$ cat config.mk
export PLATFORM = sky130hd
export DESIGN_NAME = ecc10_byte_packer
export DESIGN_NICKNAME = d
export VERILOG_FILES = /design/src/rtl/ecc10_byte_packer_pkg.sv /design/src/rtl/ecc10_ctrl.sv /design/src/rtl/ecc10_pack.sv /design/src/rtl/ecc10_unpack.sv /design/src/rtl/ecc10_byte_packer.sv
export SDC_FILE = /design/constraint.sdc
export NUM_CORES = 1
export LEC_CHECK = 0
export BUFFER_PORTS_ARGS = -buffer_cell sky130_fd_sc_hd__buf_2
export CORE_ASPECT_RATIO = 1.4
export CORE_MARGIN = 5
export CORE_UTILIZATION = 25
export CTS_BUF_LIST = sky130_fd_sc_hd__clkbuf_8
export DETAILED_ROUTE_END_ITERATION = 12
export HOLD_SLACK_MARGIN = 0.12
export PLACE_DENSITY_LB_ADDON = 0.12
export SYNTH_ARGS = -nofsm -noshare
export SYNTH_HDL_FRONTEND = slang
export SYNTH_HIERARCHICAL = 1
export SYNTH_SLANG_ARGS = --single-unit
$ cat constraint.sdc
create_clock -name clk -period 2.1 [get_ports clk]
set_input_delay 0.105 -clock clk [delete_from_list [all_inputs] [get_ports clk]]
set_output_delay 0.105 -clock clk [all_outputs]
set_load 0.05 [all_outputs]
$ cat src/rtl/ecc10_byte_packer_pkg.sv
package ecc10_byte_packer_pkg;
    typedef enum logic [1:0] {
        ST_IDLE    = 2'd0,
        ST_EMIT    = 2'd1,
        ST_COLLECT = 2'd2,
        ST_LOAD    = 2'd3
    } pk_state_e;
endpackage

$ cat src/rtl/ecc10_ctrl.sv
module ecc10_ctrl
    import ecc10_byte_packer_pkg::*;
#(
    parameter int N_BYTE = 10,
    parameter int N_VAL  = 8,
    localparam int CNT_W = $clog2(N_BYTE),
    localparam int IDX_W = $clog2(N_VAL)
) (
    input  logic             clk,
    input  logic             rst_n,
    input  logic             pack_start,
    input  logic             out_ready,
    input  logic             in_valid,
    output logic             out_valid,
    output logic             in_ready,
    output logic             load_valid,
    output logic [IDX_W-1:0] load_index,
    output logic             done,
    output logic             cap_en,
    output logic             shift_out,
    output logic             shift_in
);
    localparam logic [CNT_W-1:0] LAST_BYTE = CNT_W'(N_BYTE - 1);
    localparam logic [CNT_W-1:0] TOP_IDX   = CNT_W'(N_VAL - 1);

    pk_state_e        state_q, state_d;
    logic [CNT_W-1:0] cnt_q, cnt_d;
    logic             done_d;

    // next-state and counter
    always_comb begin
        state_d = state_q;
        cnt_d   = cnt_q;
        done_d  = 1'b0;
        unique case (state_q)
            ST_IDLE: begin
                if (pack_start) begin
                    state_d = ST_EMIT;
                    cnt_d   = '0;
                end else if (in_valid) begin
                    state_d = ST_COLLECT;
                    cnt_d   = CNT_W'(1);
                end
            end
            ST_EMIT: begin
                if (out_ready) begin
                    if (cnt_q == LAST_BYTE) begin
                        state_d = ST_IDLE;
                        done_d  = 1'b1;
                    end else begin
                        cnt_d = cnt_q + 1'b1;
                    end
                end
            end
            ST_COLLECT: begin
                if (in_valid) begin
                    if (cnt_q == LAST_BYTE) begin
                        state_d = ST_LOAD;
                        cnt_d   = TOP_IDX;
                    end else begin
                        cnt_d = cnt_q + 1'b1;
                    end
                end
            end
            ST_LOAD: begin
                if (cnt_q == '0) begin
                    state_d = ST_IDLE;
                    done_d  = 1'b1;
                end else begin
                    cnt_d = cnt_q - 1'b1;
                end
            end
            default: state_d = ST_IDLE;
        endcase
    end

    // state register
    always_ff @(posedge clk) begin
        if (!rst_n) begin
            state_q <= ST_IDLE;
            cnt_q   <= '0;
            done    <= 1'b0;
        end else begin
            state_q <= state_d;
            cnt_q   <= cnt_d;
            done    <= done_d;
        end
    end

    // outputs
    always_comb begin
        out_valid  = 1'b0;
        in_ready   = 1'b0;
        load_valid = 1'b0;
        cap_en     = 1'b0;
        unique case (state_q)
            ST_IDLE: begin
                in_ready = !pack_start;
                cap_en   = pack_start;
            end
            ST_EMIT:    out_valid  = 1'b1;
            ST_COLLECT: in_ready   = 1'b1;
            ST_LOAD:    load_valid = 1'b1;
            default: ;
        endcase
        load_index = cnt_q[IDX_W-1:0];
        shift_out  = out_valid && out_ready;
        shift_in   = in_valid && in_ready;
    end
endmodule

$ cat src/rtl/ecc10_pack.sv
module ecc10_pack #(
    parameter int N_VAL  = 8,
    parameter int VAL_W  = 10,
    parameter int SLOT_W = 16,
    parameter int WORD_W = 32,
    localparam int IMG_W = N_VAL * VAL_W,
    localparam int WDS_W = (N_VAL / 2) * WORD_W
) (
    input  logic [WDS_W-1:0] words,
    output logic [IMG_W-1:0] img
);
    for (genvar i = 0; i < N_VAL; i++) begin : g_val
        assign img[i*VAL_W +: VAL_W] = words[(i/2)*WORD_W + (i%2)*SLOT_W +: VAL_W];
    end

    logic unused_bits;
    assign unused_bits = ^words;
endmodule

$ cat src/rtl/ecc10_unpack.sv
module ecc10_unpack #(
    parameter int N_VAL  = 8,
    parameter int VAL_W  = 10,
    localparam int IMG_W = N_VAL * VAL_W,
    localparam int IDX_W = $clog2(N_VAL)
) (
    input  logic [IMG_W-1:0] img,
    input  logic [IDX_W-1:0] idx,
    output logic [VAL_W-1:0] value
);
    logic [VAL_W-1:0] vals [N_VAL];

    for (genvar i = 0; i < N_VAL; i++) begin : g_val
        assign vals[i] = img[i*VAL_W +: VAL_W];
    end

    assign value = vals[idx];
endmodule

$ cat src/rtl/ecc10_byte_packer.sv
module ecc10_byte_packer #(
    parameter int N_VAL  = 8,
    parameter int VAL_W  = 10,
    parameter int BYTE_W = 8,
    parameter int SLOT_W = 16,
    parameter int WORD_W = 32,
    localparam int IMG_W  = N_VAL * VAL_W,
    localparam int N_BYTE = IMG_W / BYTE_W,
    localparam int WDS_W  = (N_VAL / 2) * WORD_W,
    localparam int IDX_W  = $clog2(N_VAL)
) (
    input  logic              clk,
    input  logic              rst_n,
    input  logic              pack_start,
    input  logic [WDS_W-1:0]  pack_words,
    output logic              out_valid,
    input  logic              out_ready,
    output logic [BYTE_W-1:0] out_data,
    input  logic              in_valid,
    output logic              in_ready,
    input  logic [BYTE_W-1:0] in_data,
    output logic              load_valid,
    output logic [IDX_W-1:0]  load_index,
    output logic [VAL_W-1:0]  load_value,
    output logic              done
);
    logic             cap_en, shift_out, shift_in;
    logic [IMG_W-1:0] packed_img;
    logic [IMG_W-1:0] img_q;

    ecc10_ctrl #(.N_BYTE(N_BYTE), .N_VAL(N_VAL)) u_ctrl (
        .clk        (clk),
        .rst_n      (rst_n),
        .pack_start (pack_start),
        .out_ready  (out_ready),
        .in_valid   (in_valid),
        .out_valid  (out_valid),
        .in_ready   (in_ready),
        .load_valid (load_valid),
        .load_index (load_index),
        .done       (done),
        .cap_en     (cap_en),
        .shift_out  (shift_out),
        .shift_in   (shift_in)
    );

    ecc10_pack #(.N_VAL(N_VAL), .VAL_W(VAL_W), .SLOT_W(SLOT_W), .WORD_W(WORD_W)) u_pack (
        .words (pack_words),
        .img   (packed_img)
    );

    // shared byte image: loaded whole, drained low-first, filled from the top
    always_ff @(posedge clk) begin
        if (!rst_n) begin
            img_q <= '0;
        end else if (cap_en) begin
            img_q <= packed_img;
        end else if (shift_out) begin
            img_q <= img_q >> BYTE_W;
        end else if (shift_in) begin
            img_q <= {in_data, img_q[IMG_W-1:BYTE_W]};
        end
    end

    assign out_data = img_q[BYTE_W-1:0];

    ecc10_unpack #(.N_VAL(N_VAL), .VAL_W(VAL_W)) u_unpack (
        .img   (img_q),
        .idx   (load_index),
        .value (load_value)
    );
endmodule

### Word-level counts from Yosys, hierarchy flattened

Index checks and enable logic that the tools add are counted.

* bits in registers: 87
* input bits: 141
* output and inout bits: 25
* logic and storage cells: 58

* add/sub/neg operators: 2
* $lt $le $gt $ge: 1
* equality and inequality tests: 12
* muxes and demuxes: 30
* bitwise logic cells: 1
* reductions and logical operators: 8

Operator list (number)
* 2-to-1 mux 80 bit: 3
* binary-select mux 10 bit (select 3 bit): 1
* 2-to-1 mux 4 bit: 7
* 2-to-1 mux 10 bit: 2
* case mux 4 bit (4 select lines): 1
* 2-to-1 mux 2 bit: 7
* inequality test 2 bit, second input constant: 4
* case mux 2 bit (4 select lines): 1
* 2-to-1 mux 1 bit: 6
* inequality test 2 x 1 -> 1 bit, second input constant: 3
* AND reduction 6 bit: 1
* AND reduction 5 bit: 1
* adder 4 x 1 -> 4 bit, second input constant: 1
* == test 2 bit, second input constant: 2
* == test 4 bit, second input constant: 1
* greater-or-equal comparator 4 bit, second input constant: 1
* zero test 4 bit: 1
* inverter 3 -> 4 bit: 1
* case mux 1 bit (2 select lines): 2
* subtractor 4 x 1 -> 4 bit, second input constant: 1
* inequality test 3 bit, second input constant: 1
* nonzero test 3 bit: 1
* == test 2 x 1 -> 1 bit, second input constant: 1
* logical AND 1 bit: 2
* 2 further kinds: 2

### Depth between registers and ports, before layout

Gate-level depths: netlist of run 1.

* depth in word-level cells: 6
* gate-level depth with buffers: 10
* depth with buffers taken out: 7

### By module

Netlist of run 1, hierarchy kept.

Modules (own cells, without submodules)
* ecc10_byte_packer: instances 1, cells an instance 373, area an instance 3465.8 um^2, seq. area each 1601.5 um^2
* ecc10_ctrl: instances 1, cells an instance 90, area an instance 694.4 um^2, seq. area each 140.1 um^2
* ecc10_unpack: instances 1, cells an instance 35, area an instance 671.9 um^2, seq. area each 0.0 um^2
* ecc10_pack: instances 1, cells an instance 80, area an instance 600.6 um^2, seq. area each 0.0 um^2

### Worst setup path before layout of run 1

OpenSTA, ideal clock, no wires.

* path kind: reg2reg
* from: register u_ctrl.state_q[0]
* to: register img_q[57]
* library setup time: 0.070 ns
* data arrival time: 2.183 ns
* required time: 2.030 ns
* slack: -0.152 ns
* cell stages (with the launch flop): 11
* buffers on the path: 5
* period minus slack after synthesis: 2.252 ns
* cell sequence: dfxtp_1 > buf_2 > buf_6 > nor2_1 > and2_1 > or3_1 > buf_2 > buf_6 > buf_6 > o21ai_1 > a21oi_1

* elaborated cells on any way between the ends: 11
* classes of those cells: 2 x eq/ne; 5 x mux; 4 x reduce/logical

RTL lines
* start: declaration: line ecc10_ctrl.sv:26 `pk_state_e state_q, state_d;`
* start signal: assignment: line ecc10_ctrl.sv:84 `state_q <= state_d;`
* == test 2 bit or zero test 2 bit (tied branches): line ecc10_ctrl.sv:96 `unique case (state_q)`
* case mux 1 bit (2 select lines) *: line ecc10_ctrl.sv:96
* via in_ready: line ecc10_byte_packer.sv:20 `output logic in_ready,`
* logical AND 1 bit *: line ecc10_ctrl.sv:108 `shift_in = in_valid && in_ready;`
* via shift_in: line ecc10_byte_packer.sv:27 `logic cap_en, shift_out, shift_in;`
* nonzero test 3 bit (no line) *
* end signal: assignment: line ecc10_byte_packer.sv:57 `img_q <= packed_img;`
* end signal: assignment: line ecc10_byte_packer.sv:59 `img_q <= img_q >> BYTE_W;`
* end signal: assignment: line ecc10_byte_packer.sv:61 `img_q <= {in_data, img_q[IMG_W-1:BYTE_W]};`
* end: declaration: line ecc10_byte_packer.sv:29 `logic [IMG_W-1:0] img_q;`

Mark *: on every way through the listed nets, which the timed path passes. The rest lies on a longest branch.
A chain may end at the register's enable or synchronous reset.

### Final worst setup path of run 1

* from: register u_ctrl.cnt_q[0]
* to: output load_value[0]

* longest elaborated chain between the ends: 4

RTL lines
* start: declaration: line ecc10_ctrl.sv:27 `logic [CNT_W-1:0] cnt_q, cnt_d;`
* start signal: assignment: line ecc10_ctrl.sv:85 `cnt_q <= cnt_d;`
* inverter 3 -> 4 bit (implied by the code): line ecc10_unpack.sv:17 `assign value = vals[idx];`
* binary-select mux 10 bit (select 3 bit): line ecc10_unpack.sv:17
* 2-to-1 mux 10 bit (implied by the code) (2 in series): line ecc10_unpack.sv:17
* end: declaration: line ecc10_byte_packer.sv:24 `output logic [VAL_W-1:0] load_value,`

No other way between the ends. The select of a mux whose other input is x is not followed.

==> summary.md, run 1 <==
| Metric | Value |
|---|---|
| Outcome | `complete, no violations` |
| Detail Placement HPWL | `13.36 mm` |
| # rows | `63` |
| CP delay by family, top | `multiplexers` |
| Area Overhead vs Synth | `25.13%` |
| Highest ir drop seen on vdd | `291.9 uV` |
| IO Count | `166` |
| Number of global-route vias before repair | `4613` |
| Worst skew pair latency | `0.38 ns` |
| DRC errors left | `0` |
| Top cells by area, synth | `dfxtp_1 32%, mux2i_1 14%, buf_4 13%, mux4_1 9.7%, a21oi_1 8.2%` |
| Slew Viols, Final | `0` |
| Sw power | `2.091 mW` |
| Iter 0 DRT Violations | `162` |
| Sequential share of the synthesized area | `32.06%` |
| Antenna-violating nets left | `0` |
| #FFs+latches synth | `87` |
| Finished Cell Area | `6798 um^2` |
| CP Buf/Inv Count | `2` |
| Synth Instances | `578` |
| Startpoint types | `register` |
| Cells along the critical path | `buf_12 -> mux4_2 -> mux2_4 -> buf_6` |
| Int Power | `3.448 mW` |
| Pwr Total | `5.539 mW` |
| Met1 Use GR | `18.52%` |
| Max-Cap Viols | `0` |
| Slew headroom | `64.29%` |
| Endpoints failing setup | `0` |
| Inserted Diodes | `0` |
| CTS Buf Count | `9` |
| Most used flip-flop cell after synthesis | `dfxtp_1` |
| Avg Vias per Cell | `4.787` |
| Core Area | `21280 um^2` |
| Async S/R FF share, synth | `0%` |
| Top Usage Layer GRT | `met2` |
| Clock Path Buffers | `2` |
| Die Height | `184.4 um` |
| Yosys warnings | `6` |
| DR pass1 iterations | `5` |
| Share of power burned in registers | `39.7%` |
| Part of the power in combinational logic | `37.9%` |
| CTS root buf | `clkbuf_8` |
| CP Data Required Time | `2.00 ns` |
| Critical Path End Type | `output pin` |
| First-pass GRT wire length | `27.82 mm` |
| Largest net degree at the start of global routing | `61` |
| Area of the mapped netlist | `5433 um^2` |
| GR Util All Layers | `14.96%` |
| Initial antenna violation count | `0` |
| Max Clock Freq | `484.8 MHz` |
| Clock period minus worst slack | `2.063 ns` |
| GR Util met3 | `1.993%` |
| Htree depth | `3` |
| Clock Skews | `0.01365 ns` |
| Wirelength, routed | `18.88 mm` |
| Slowest stage delay, CP | `0.57 ns` |
| Slew @ Worst Pin | `0.5357 ns` |
| Clock sinks | `87` |
| Synth area leader | `dfxtp_1` |
| Top-area cell type share of the netlist area | `32.06%` |
| RSZ-0062 raised after global routing | `yes` |
| Net Count, Synth | `723` |
| Fin. Hold Viols | `0` |
| Grt met2 use | `26.80%` |
| CTS tree | `built` |
| Post-synthesis cell type count | `43` |
| Setup CP Type | `register to output pin` |
| Reg clk slew, reported paths | `0.09 ns` |
| Fraction of layout cells with a size suffix above 1 | `28.26%` |
| PwrDens | `814.8 nW/um^2` |
| Critical Path Fanout Max | `7` |
| WL/cell | `20.02 um` |
| Vias | `4514` |
| Switching share of total power | `37.75%` |
| Starting density of the core | `25.53%` |
| Crit path arrival time | `1.96 ns` |
| Lkg Pwr | `2.749 nW` |
| Post-DP Area | `5617 um^2` |
| Gpl congestion | `0.7831` |
| Die width | `134.6 um` |
| Synthesized area per cell | `9.399 um^2` |
| HP Class | `input port to register` |
| Nets | `824` |
| Slowest cell on crit path | `mux4_2` |
| Fin crit share | `98.22%` |
| Grt ovf | `0` |
| Die ar. | `24820 um^2` |
| Clock share of power | `22.4%` |
| Post-synth EDFFs | `0` |
| PortBufs | `117` |
-- registers in the layout, summed over array words and instances, names as in the netlist --
name / flops
img_q: 80
u_ctrl/cnt_q: 4
u_ctrl/done: 1
u_ctrl/state_q: 2
-- cell usage after synthesis (2+ instances only) --
| library cell | count |
|---|---|
| buf_4 | 92 |
| inv_1 | 7 |
| mux2i_1 | 74 |
| mux2_2 | 10 |
| mux4_1 | 20 |
| clkbuf_1 | 19 |
| a31oi_1 | 2 |
| o21ai_1 | 12 |
| o21ai_0 | 80 |
| buf_6 | 12 |
| buf_1 | 6 |
| nor3b_1 | 2 |
| nand2b_1 | 2 |
| nor2_1 | 6 |
| nor2b_1 | 2 |
| dfxtp_1 | 87 |
| and2_1 | 2 |
| nand3b_1 | 5 |
| nor3_1 | 4 |
| ha_1 | 4 |
| a21oi_1 | 89 |
| nand2_1 | 14 |
| buf_2 | 7 |
-- power by group through the flow --
stage               Sequential (mW)  Clock (mW)  Combinational [mW]
global route                   2.24        1.34                2.27
global placement               2.22           0                1.80
floorplan                      2.07           0                1.51
detailed placement             2.22           0                1.81
CTS                            2.20        1.29                2.12
finish                         2.20        1.24                2.10
-- cell families after synthesis --
kind of cell | count (synthesis) | synth area share (%)
buffers and inverters | 143 | 18.06
DFF | 87 | 32.06
AOI/OAI and AO/OA | 191 | 18.24
muxes | 104 | 25.38
xor gates and xnor gates | 1 | 0.1612
and+or+nand+nor | 47 | 4.975
adders and majority gates | 5 | 1.129
-- routing by layer --
metal | routed length [um] | share of wire, %
met1 | 8135 | 43
met5 | 0 | 0
met3 | 591 | 3.1
met4 | 427 | 2.3
met2 | 9725 | 52
-- path summary, 6_finish.rpt --
check	start	end	slack, ns	cells after the start
hold / removal	pack_words[53]	img_q[35]	0.12	3
hold reg to reg	img_q[63]	img_q[63]	0.56	2
setup reg to reg	u_ctrl/cnt_q[0]	u_ctrl/cnt_q[0]	0.13	8
setup / recovery	u_ctrl/cnt_q[0]	load_value[0]	0.04	4
-- cell type report --
cell class                      instances  area (um^2)
Fill cell                            2246        14490
Multi-Input combinational cell        348         2698
Timing Repair Buffer                  226         1808
Sequential cell                        87         1745
Tap cell                              260        325.3
Clock buffer                           10        137.6
Clock inverter                          5        57.56
Inverter                                7        26.28
-- through the flow --
stage / hold WS (ns) / utilization [%] / setup TNS, ns / setup WS [ns] / cells
2_1_floorplan: 0.2310 / - / 0 / 0.05933 / 578
3_3_place_gp: 0.3639 / 26.39 / 0 / 0.1925 / 834
3_5_place_dp: 0.3620 / 26.39 / 0 / 0.1776 / 834
4_1_cts: 0.1212 / 32.15 / -0.4655 / -0.06612 / 942
5_1_grt: 0.1436 / 31.94 / -0.01796 / -0.008680 / 943
6_report: 0.1234 / 31.94 / 0 / 0.03731 / 943
-- cell usage in the layout (no fill, tap or decap), types with 2 or more instances in the layout --
cell type and instances:
mux2_4 10, buf_12 9, buf_6 9, clkinv_2 2, a21oi_1 89, dlygate4sd3_1 87, dfxtp_1 86, and2_1 2
buf_4 12, clkbuf_8 10, mux4_2 18, inv_1 7, nor3b_1 2, buf_2 107, o21ai_1 12, o21ai_0 80
buf_8 2, a31oi_1 2, nor2_1 5, mux2i_1 74, ha_1 3, nand2b_1 2, nand2_1 14, nand3b_1 5
mux4_1 2, nor3_1 4
-- tightest hold or removal path, delay by kind of cell --
kind | cells | cell delay [ns]
AOI/OAI and AO/OA | 1 | 0.15
muxes | 1 | 0.11
buffers and inverters | 1 | 0.09
-- repair_timing --
item,in CTS,in global routing
pin swaps,0,1
hold buffers,87,0
buffers inserted,4,3
endpoints found under the hold margin,78,0
gates resized for setup,39,17
gates cloned,2,0
setup endpoints to repair,10,12
(Power assumes the default switching activity.)
==> run 2, diff against run 1 <==
ABC_AREA = 1   (was not set)
SLEW_MARGIN = 0   (was not set)
==> summary.md, run 2 <==
| Metric | Value |
|---|---|
| Outcome | `complete, no violations (unchanged)` |
| Clock period minus worst slack | `2.003 ns (was 2.063 ns)` |
| Max-Cap Viols | `0 (unchanged)` |
| Slew headroom | `42.34% (was 64.29%)` |
| Avg Vias per Cell | `4.126 (was 4.787)` |
| Post-Place Cells | `1599 (was 834)` |
| Clock sinks | `87 (unchanged)` |
| Sequential share of the synthesized area | `25.04% (was 32.06%)` |
| WHS Endpoint | `u_ctrl/state_q[1] (was img_q[35])` |
| Die width | `151.0 um (was 134.6 um)` |
| Starting density of the core | `25.23% (was 25.53%)` |
| Area of the multi-input gates | `3390 um^2 (was 2698 um^2)` |
| Fin cells | `1709 (was 943)` |
| Core Area | `27570 um^2 (was 21280 um^2)` |
| #FFs+latches synth | `87 (unchanged)` |
| Clock Path Buffers | `2 (unchanged)` |
| Area of the mapped netlist | `6954 um^2 (was 5433 um^2)` |
| FF-to-FF path depth | `9 (was 8)` |
| Critical Path End Type | `output pin (unchanged)` |
| Commonest non-fill, non-tap cells in the layout | `469 x nand2_1, 184 x inv_1, 164 x nor2_1, 133 x nand3_1, 117 x buf_2 (was 107 x buf_2, 89 x a21oi_1, 87 x dlygate4sd3_1, 86 x dfxtp_1, 80 x o21ai_0)` |
| Net Count, Synth | `1390 (was 723)` |
| PortBufs | `117 (unchanged)` |
| Top-area cell type share of the netlist area | `25.31% (was 32.06%)` |
| Crit path arrival time | `1.90 ns (was 1.96 ns)` |
| Setup CP Type | `register to output pin (unchanged)` |
| HP Class | `input port to register (unchanged)` |
| Htree depth | `3 (unchanged)` |
| CTS tree | `built (unchanged)` |
| Slew Viols, Final | `0 (unchanged)` |
| Largest net degree at the start of global routing | `82 (was 61)` |
| Gpl congestion | `0.7881 (was 0.7831)` |
| Part of the power in combinational logic | `64.8% (was 37.9%)` |
| Synthesized area per cell | `5.586 um^2 (was 9.399 um^2)` |
| Endpoints failing setup | `0 (unchanged)` |
| Fin crit share | `95.37% (was 98.22%)` |
| Critical Path Fanout Max | `32 (was 7)` |
| Async S/R FF share, synth | `0% (unchanged)` |
| DR pass1 iterations | `4 (was 5)` |
| Highest ir drop seen on vdd | `809.4 uV (was 291.9 uV)` |
| PwrDens | `1435 nW/um^2 (was 814.8 nW/um^2)` |
| Worst skew pair latency | `0.39 ns (was 0.38 ns)` |
| Post-synth EDFFs | `0 (unchanged)` |
| Antenna-violating nets left | `0 (unchanged)` |
| Switching share of total power | `54.27% (was 37.75%)` |
| Area Overhead vs Synth | `19.92% (was 25.13%)` |
| Wirelength, routed | `25.22 mm (was 18.88 mm)` |
| Detail Placement HPWL | `16.58 mm (was 13.36 mm)` |
| IO Count | `166 (unchanged)` |
| Most flop-heavy register | `img_q (unchanged)` |
| Slew @ Worst Pin | `0.8629 ns (was 0.5357 ns)` |
| Max FFs per register | `80 (unchanged)` |
| Synth Instances | `1245 (was 578)` |
| Worst R2R Start | `u_ctrl/state_q[1] (was u_ctrl/cnt_q[0])` |
| Top cells by count, synth | `469 x nand2_1, 184 x inv_1, 164 x nor2_1 (was 92 x buf_4, 89 x a21oi_1, 87 x dfxtp_1)` |
| Inserted Diodes | `0 (unchanged)` |
| Reg clk slew, reported paths | `0.08 ns (was 0.09 ns)` |
| Most common cell in the netlist | `nand2_1 (was buf_4)` |
| Max Clock Freq | `499.3 MHz (was 484.8 MHz)` |
| Post-synthesis cell type count | `27 (was 43)` |
| Clock Skews | `0.01257 ns (was 0.01365 ns)` |
| Fin. Hold Viols | `0 (unchanged)` |
| Top cells by area, synth | `nand2_1 25%, dfxtp_1 25%, buf_4 11%, inv_1 9.9%, nand3_1 9.6% (was dfxtp_1 32%, mux2i_1 14%, buf_4 13%, mux4_1 9.7%, a21oi_1 8.2%)` |
| Hold depth | `6 (was 3)` |
| Iter 0 DRT Violations | `416 (was 162)` |
| Synth area leader | `nand2_1 (was dfxtp_1)` |
| CTS Buf Count | `9 (unchanged)` |
| Startpoint types | `register (unchanged)` |
| First-pass GRT wire length | `38.16 mm (was 27.82 mm)` |
| CTS root buf | `clkbuf_8 (unchanged)` |
| Int Power | `5.473 mW (was 3.448 mW)` |
| Initial antenna violation count | `0 (unchanged)` |
| Fill cells | `3254 (was 2246)` |
| Share of power burned in registers | `24.2% (was 39.7%)` |
| Commonest non-fill, non-tap cell in the layout | `nand2_1 (was buf_2)` |
| GR Util All Layers | `15.60% (was 14.96%)` |
| Most used flip-flop cell after synthesis | `dfxtp_1 (unchanged)` |
| Vias | `7052 (was 4514)` |
| Fraction of layout cells with a size suffix above 1 | `14.34% (was 28.26%)` |
| Die ar. | `31300 um^2 (was 24820 um^2)` |
| R2R setup slack | `0.16 ns (was 0.13 ns)` |
| Setup TNS | `0 ns (unchanged)` |
| CP Data Required Time | `2.00 ns (about the same)` |
| Sw power | `6.495 mW (was 2.091 mW)` |
| Die Height | `207.3 um (was 184.4 um)` |
| Top Registers | `img_q: 80 flops, u_ctrl/cnt_q: 4 flops, u_ctrl/state_q: 2 flops (unchanged)` |
| RSZ-0062 raised after global routing | `no (was yes)` |
| Number of global-route vias before repair | `7018 (was 4613)` |
| Nets | `1479 (was 824)` |
| DRC errors left | `0 (unchanged)` |
| HP Start | `pack_start (was pack_words[53])` |
| Grt ovf | `0 (unchanged)` |
| Lkg Pwr | `4.456 nW (was 2.749 nW)` |
| # rows | `72 (was 63)` |
| Clock share of power | `11.0% (was 22.4%)` |
| WL/cell | `14.76 um (was 20.02 um)` |
| Yosys warnings | `6 (unchanged)` |
| Area occupied by registers | `1744 um^2 (was 1745 um^2)` |
| R2R Path End | `img_q[75] (was u_ctrl/cnt_q[0])` |
[run 2: cells by family after synthesis]
logic type	after synthesis	share of synthesized area (%)
adders and majority gates	4	0.7197
DFF	87	25.04
and+or+nand+nor	790	46.35
AOI/OAI and AO/OA	17	1.511
buffers and inverters	347	26.38
[run 2: critical path, stage by stage, from the launching register on]
cell     delay [ns]
dfxtp_2        0.44
buf_6          0.30
nand2_1        0.10
nand3_1        0.14
nand2_1        0.09
nand2_1        0.07
nand2_1        0.12
buf_2          0.24
[run 2: repair_timing]
action	CTS	global route
setup buffers	0	2
gates cloned	0	3
gates resized for setup	1	4
pin swaps	0	2
endpoints found under the hold margin	85	0
hold buffers	89	0
endpoints found under the setup margin	5	42
[run 2: per-stage QoR]
stage	utilization [%]	cell area, um^2	power (mW)	hold slack, ns	setup WS [ns]
2_1_floorplan	-	6954	8.577	0.2255	0.5050
3_3_place_gp	25.91	7143	10.34	0.4224	0.06265
3_5_place_dp	25.91	7143	10.34	0.4211	0.06012
4_1_cts	29.92	8247	11.92	0.1973	0.04249
5_1_grt	30.25	8339	13.15	0.2499	0.004486
6_report	30.25	8339	11.97	0.2183	0.09729
[run 2: power groups by stage]
stage	Clock, mW	Combinational, mW	Sequential (mW)
2_1_floorplan	0	5.86	2.72
3_3_place_gp	0	7.39	2.96
3_5_place_dp	0	7.39	2.95
5_1_grt	1.42	8.72	3.01
4_1_cts	1.37	7.63	2.92
6_report	1.31	7.76	2.90
[run 2: worst max path at each step]
stage,start,end,slack [ns]
6_report,u_ctrl/cnt_q[0],load_value[0],0.1
5_1_grt,u_ctrl/state_q[1],img_q[76],0.004
4_1_cts,u_ctrl/state_q[1],img_q[61],0.04
3_5_place_dp,u_ctrl/state_q[1],img_q[61],0.06
3_3_place_gp,u_ctrl/state_q[1],img_q[61],0.06
2_1_floorplan,u_ctrl/cnt_q[0],load_value[0],0.51
[run 2: layout make-up]
class / instances / share of cell area, %
clock inverters: 4 / 0.5251
flip-flops and latches: 87 / 20.92
inverters: 191 / 8.747
repair buffers: 233 / 21.64
clock buffers: 12 / 1.980
well taps: 370 / 5.551
multi-input cells: 812 / 40.65
[run 2: metal layers]
metal / vias to the layer above / GRT usage (%) / routed length [um]
met5: - / 0 / 0
met4: 0 / 4.662 / 448
met3: 22 / 2.009 / 765
met2: 122 / 27.74 / 12810
li1: 3746 / - / -
met1: 3162 / 19.38 / 11190
==> run 3, diff against run 2 <==
==> constraint.sdc (replaced) <==
create_clock -name clk -period 2.1 [get_ports clk]
set_input_delay 0.315 -clock clk [delete_from_list [all_inputs] [get_ports clk]]
set_output_delay 0.315 -clock clk [all_outputs]
set_load 0.05 [all_outputs]
==> summary.md, run 3 (same netlist as run 2, synthesis figures left out) <==
| Metric | Value |
|---|---|
| Outcome | `complete, no violations (unchanged)` |
| Avg Vias per Cell | `4.015 (was 4.126)` |
| Pwr Total | `11.69 mW (was 11.97 mW)` |
| Startpoint types | `register (unchanged)` |
| Die Height | `207.3 um (unchanged)` |
| Iter 0 DRT Violations | `399 (was 416)` |
| Die width | `151.0 um (unchanged)` |
| Slowest cell on crit path | `dfxtp_4 (was dfxtp_2)` |
| GR Util All Layers | `14.97% (was 15.60%)` |
| Top Usage Layer GRT | `met2 (unchanged)` |
| Layout Utilization | `27.16% (was 30.25%)` |
| Fin cells | `1626 (was 1709)` |
| Worst skew pair latency | `0.39 ns (about the same)` |
| Antenna-violating nets left | `0 (unchanged)` |
| Setup CP Type | `register to output pin (unchanged)` |
| GR Util met3 | `2.446% (was 2.009%)` |
| Wirelength, routed | `23.51 mm (was 25.22 mm)` |
| Detail Placement HPWL | `16.75 mm (was 16.58 mm)` |
| DR pass1 iterations | `4 (unchanged)` |
| Critical Path Fanout Max | `14 (was 32)` |
| Finished Cell Area | `7486 um^2 (was 8339 um^2)` |
| Setup TNS | `0 ns (unchanged)` |
| Clock Skews | `0.01502 ns (was 0.01257 ns)` |
| Max Clock Freq | `499.2 MHz (was 499.3 MHz)` |
| Largest net degree at the start of global routing | `54 (was 82)` |
| Vias | `6529 (was 7052)` |
| Die ar. | `31300 um^2 (unchanged)` |
| Nets | `1396 (was 1479)` |
| Clock sinks | `87 (unchanged)` |
| PwrDens | `1562 nW/um^2 (was 1435 nW/um^2)` |
| Fin. Hold Viols | `0 (unchanged)` |
| Fraction of layout cells with a size suffix above 1 | `15.45% (was 14.34%)` |
| Starting density of the core | `25.23% (unchanged)` |
| Post-Place Cells | `1606 (was 1599)` |
| Area Overhead vs Synth | `7.647% (was 19.92%)` |
| Lkg Pwr | `4.102 nW (was 4.456 nW)` |
| CTS Buf Count | `9 (unchanged)` |
| Most frequent CP cell | `nand2_1 (unchanged)` |
| Post-DP Area | `7196 um^2 (was 7143 um^2)` |
| First-pass GRT wire length | `36.53 mm (was 38.16 mm)` |
| Initial antenna violation count | `0 (unchanged)` |
| Top Registers | `img_q: 80 flops, u_ctrl/cnt_q: 4 flops, u_ctrl/state_q: 2 flops (unchanged)` |
| Inserted Diodes | `0 (unchanged)` |
| CP Data Required Time | `1.78 ns (was 2.00 ns)` |
| Number of global-route vias before repair | `6585 (was 7018)` |
| Reg clk slew, reported paths | `0.09 ns (was 0.08 ns)` |
| Max-Cap Viols | `0 (unchanged)` |
| Core Area | `27570 um^2 (unchanged)` |
| Slowest stage delay, CP | `0.47 ns (was 0.44 ns)` |
| # rows | `72 (unchanged)` |
| DRC errors left | `0 (unchanged)` |
| Clock period minus worst slack | `2.003 ns (about the same)` |
| Hold-fix buffers, CTS | `0 (was 89)` |
| Critical Path End Type | `output pin (unchanged)` |
| Met1 Use GR | `18.82% (was 19.38%)` |
| Grt met2 use | `26.44% (was 27.74%)` |
| Grt ovf | `0 (unchanged)` |
| WL/cell | `14.46 um (was 14.76 um)` |
| CTS tree | `built (unchanged)` |
| Crit path arrival time | `1.69 ns (was 1.90 ns)` |
| Commonest non-fill, non-tap cell in the layout | `nand2_1 (unchanged)` |
| Highest ir drop seen on vdd | `820.4 uV (was 809.4 uV)` |
| CTS root buf | `clkbuf_8 (unchanged)` |
| IO Count | `166 (unchanged)` |
| Slew @ Worst Pin | `0.8418 ns (was 0.8629 ns)` |
| Fill cells | `3325 (was 3254)` |
| RSZ-0062 raised after global routing | `no (unchanged)` |
| Endpoints failing setup | `0 (unchanged)` |
| HP Class | `input port to register (unchanged)` |
| Most flop-heavy register | `img_q (unchanged)` |
| Max FFs per register | `80 (unchanged)` |
| Htree depth | `3 (unchanged)` |
| Gpl congestion | `0.8075 (was 0.7881)` |
| Slew headroom | `43.75% (was 42.34%)` |
| Commonest non-fill, non-tap cells in the layout | `469 x nand2_1, 186 x inv_1, 164 x nor2_1, 133 x nand3_1, 107 x buf_2 (was 469 x nand2_1, 184 x inv_1, 164 x nor2_1, 133 x nand3_1, 117 x buf_2)` |
| Clock Path Buffers | `2 (unchanged)` |
| R2R setup slack | `0.26 ns (was 0.16 ns)` |
| Slew Viols, Final | `0 (unchanged)` |
| Cells along the critical path | `buf_8 -> nand2_1 -> nand3_1 -> nand2_1 -> nand2_1 -> nand2_1 -> buf_4 (was buf_6 -> nand2_1 -> nand3_1 -> nand2_1 -> nand2_1 -> nand2_1 -> buf_2)` |
| PortBufs | `117 (unchanged)` |
| Fin crit share | `95.38% (was 95.37%)` |
[run 3: per-stage QoR]
step / setup slack [ns] / hold slack (ns)
after floorplan: 0.2950 / 0.4355
after global placement: 0.06685 / 0.5009
after detailed placement: 0.03191 / 0.5164
after CTS: 0.002227 / 0.2086
after global routing: 0.0004365 / 0.2303
final: 0.09693 / 0.2280
[run 3: area by class of cell]
class | count | area, um^2 | area share (%)
clock inverters | 6 | 53.80 | 0.7187
repair buffers | 150 | 959.7 | 12.82
multi-input cells | 812 | 3390 | 45.28
well taps | 370 | 462.9 | 6.184
flip-flops and latches | 87 | 1745 | 23.32
clock buffers | 10 | 137.6 | 1.839
inverters | 191 | 737.0 | 9.845
[run 3: critical path: cells and delay by family, from the launching register on]
kind / cells / cell delay (ns)
flops: 1 / 0.47
buf+inv: 2 / 0.41
simple gates: 5 / 0.42
[run 3: report_power, final]
| part | leakage, nW | switching (mW) | internal (mW) |
|---|---|---|---|
| clock | 0.106 | 0.672 | 0.569 |
| combinational | 3.28 | 5.07 | 2.44 |
| sequential | 0.721 | 0.622 | 2.31 |
[run 3: what timing repair did]
action                                  4_1_cts  5_1_grt
pin swaps                                     0        1
buffers inserted                              0        3
endpoints found under the setup margin       10       32
gates cloned                                  0        1
gates resized for setup                      12        9
[run 3: worst paths after layout]
kind                startpoint                end  depth (start not counted)
max            u_ctrl/cnt_q[0]      load_value[0]                          7
max reg2reg    u_ctrl/cnt_q[0]    u_ctrl/cnt_q[2]                          9
min reg2reg  u_ctrl/state_q[1]  u_ctrl/state_q[1]                          2
min             pack_words[73]          img_q[49]                          5
[run 3: metal layers]
layer  wire (um)  up-vias
li1            -     3581
met1       10390     2834
met2       11990      101
met3         888       13
met4         244        0
met5           0        -
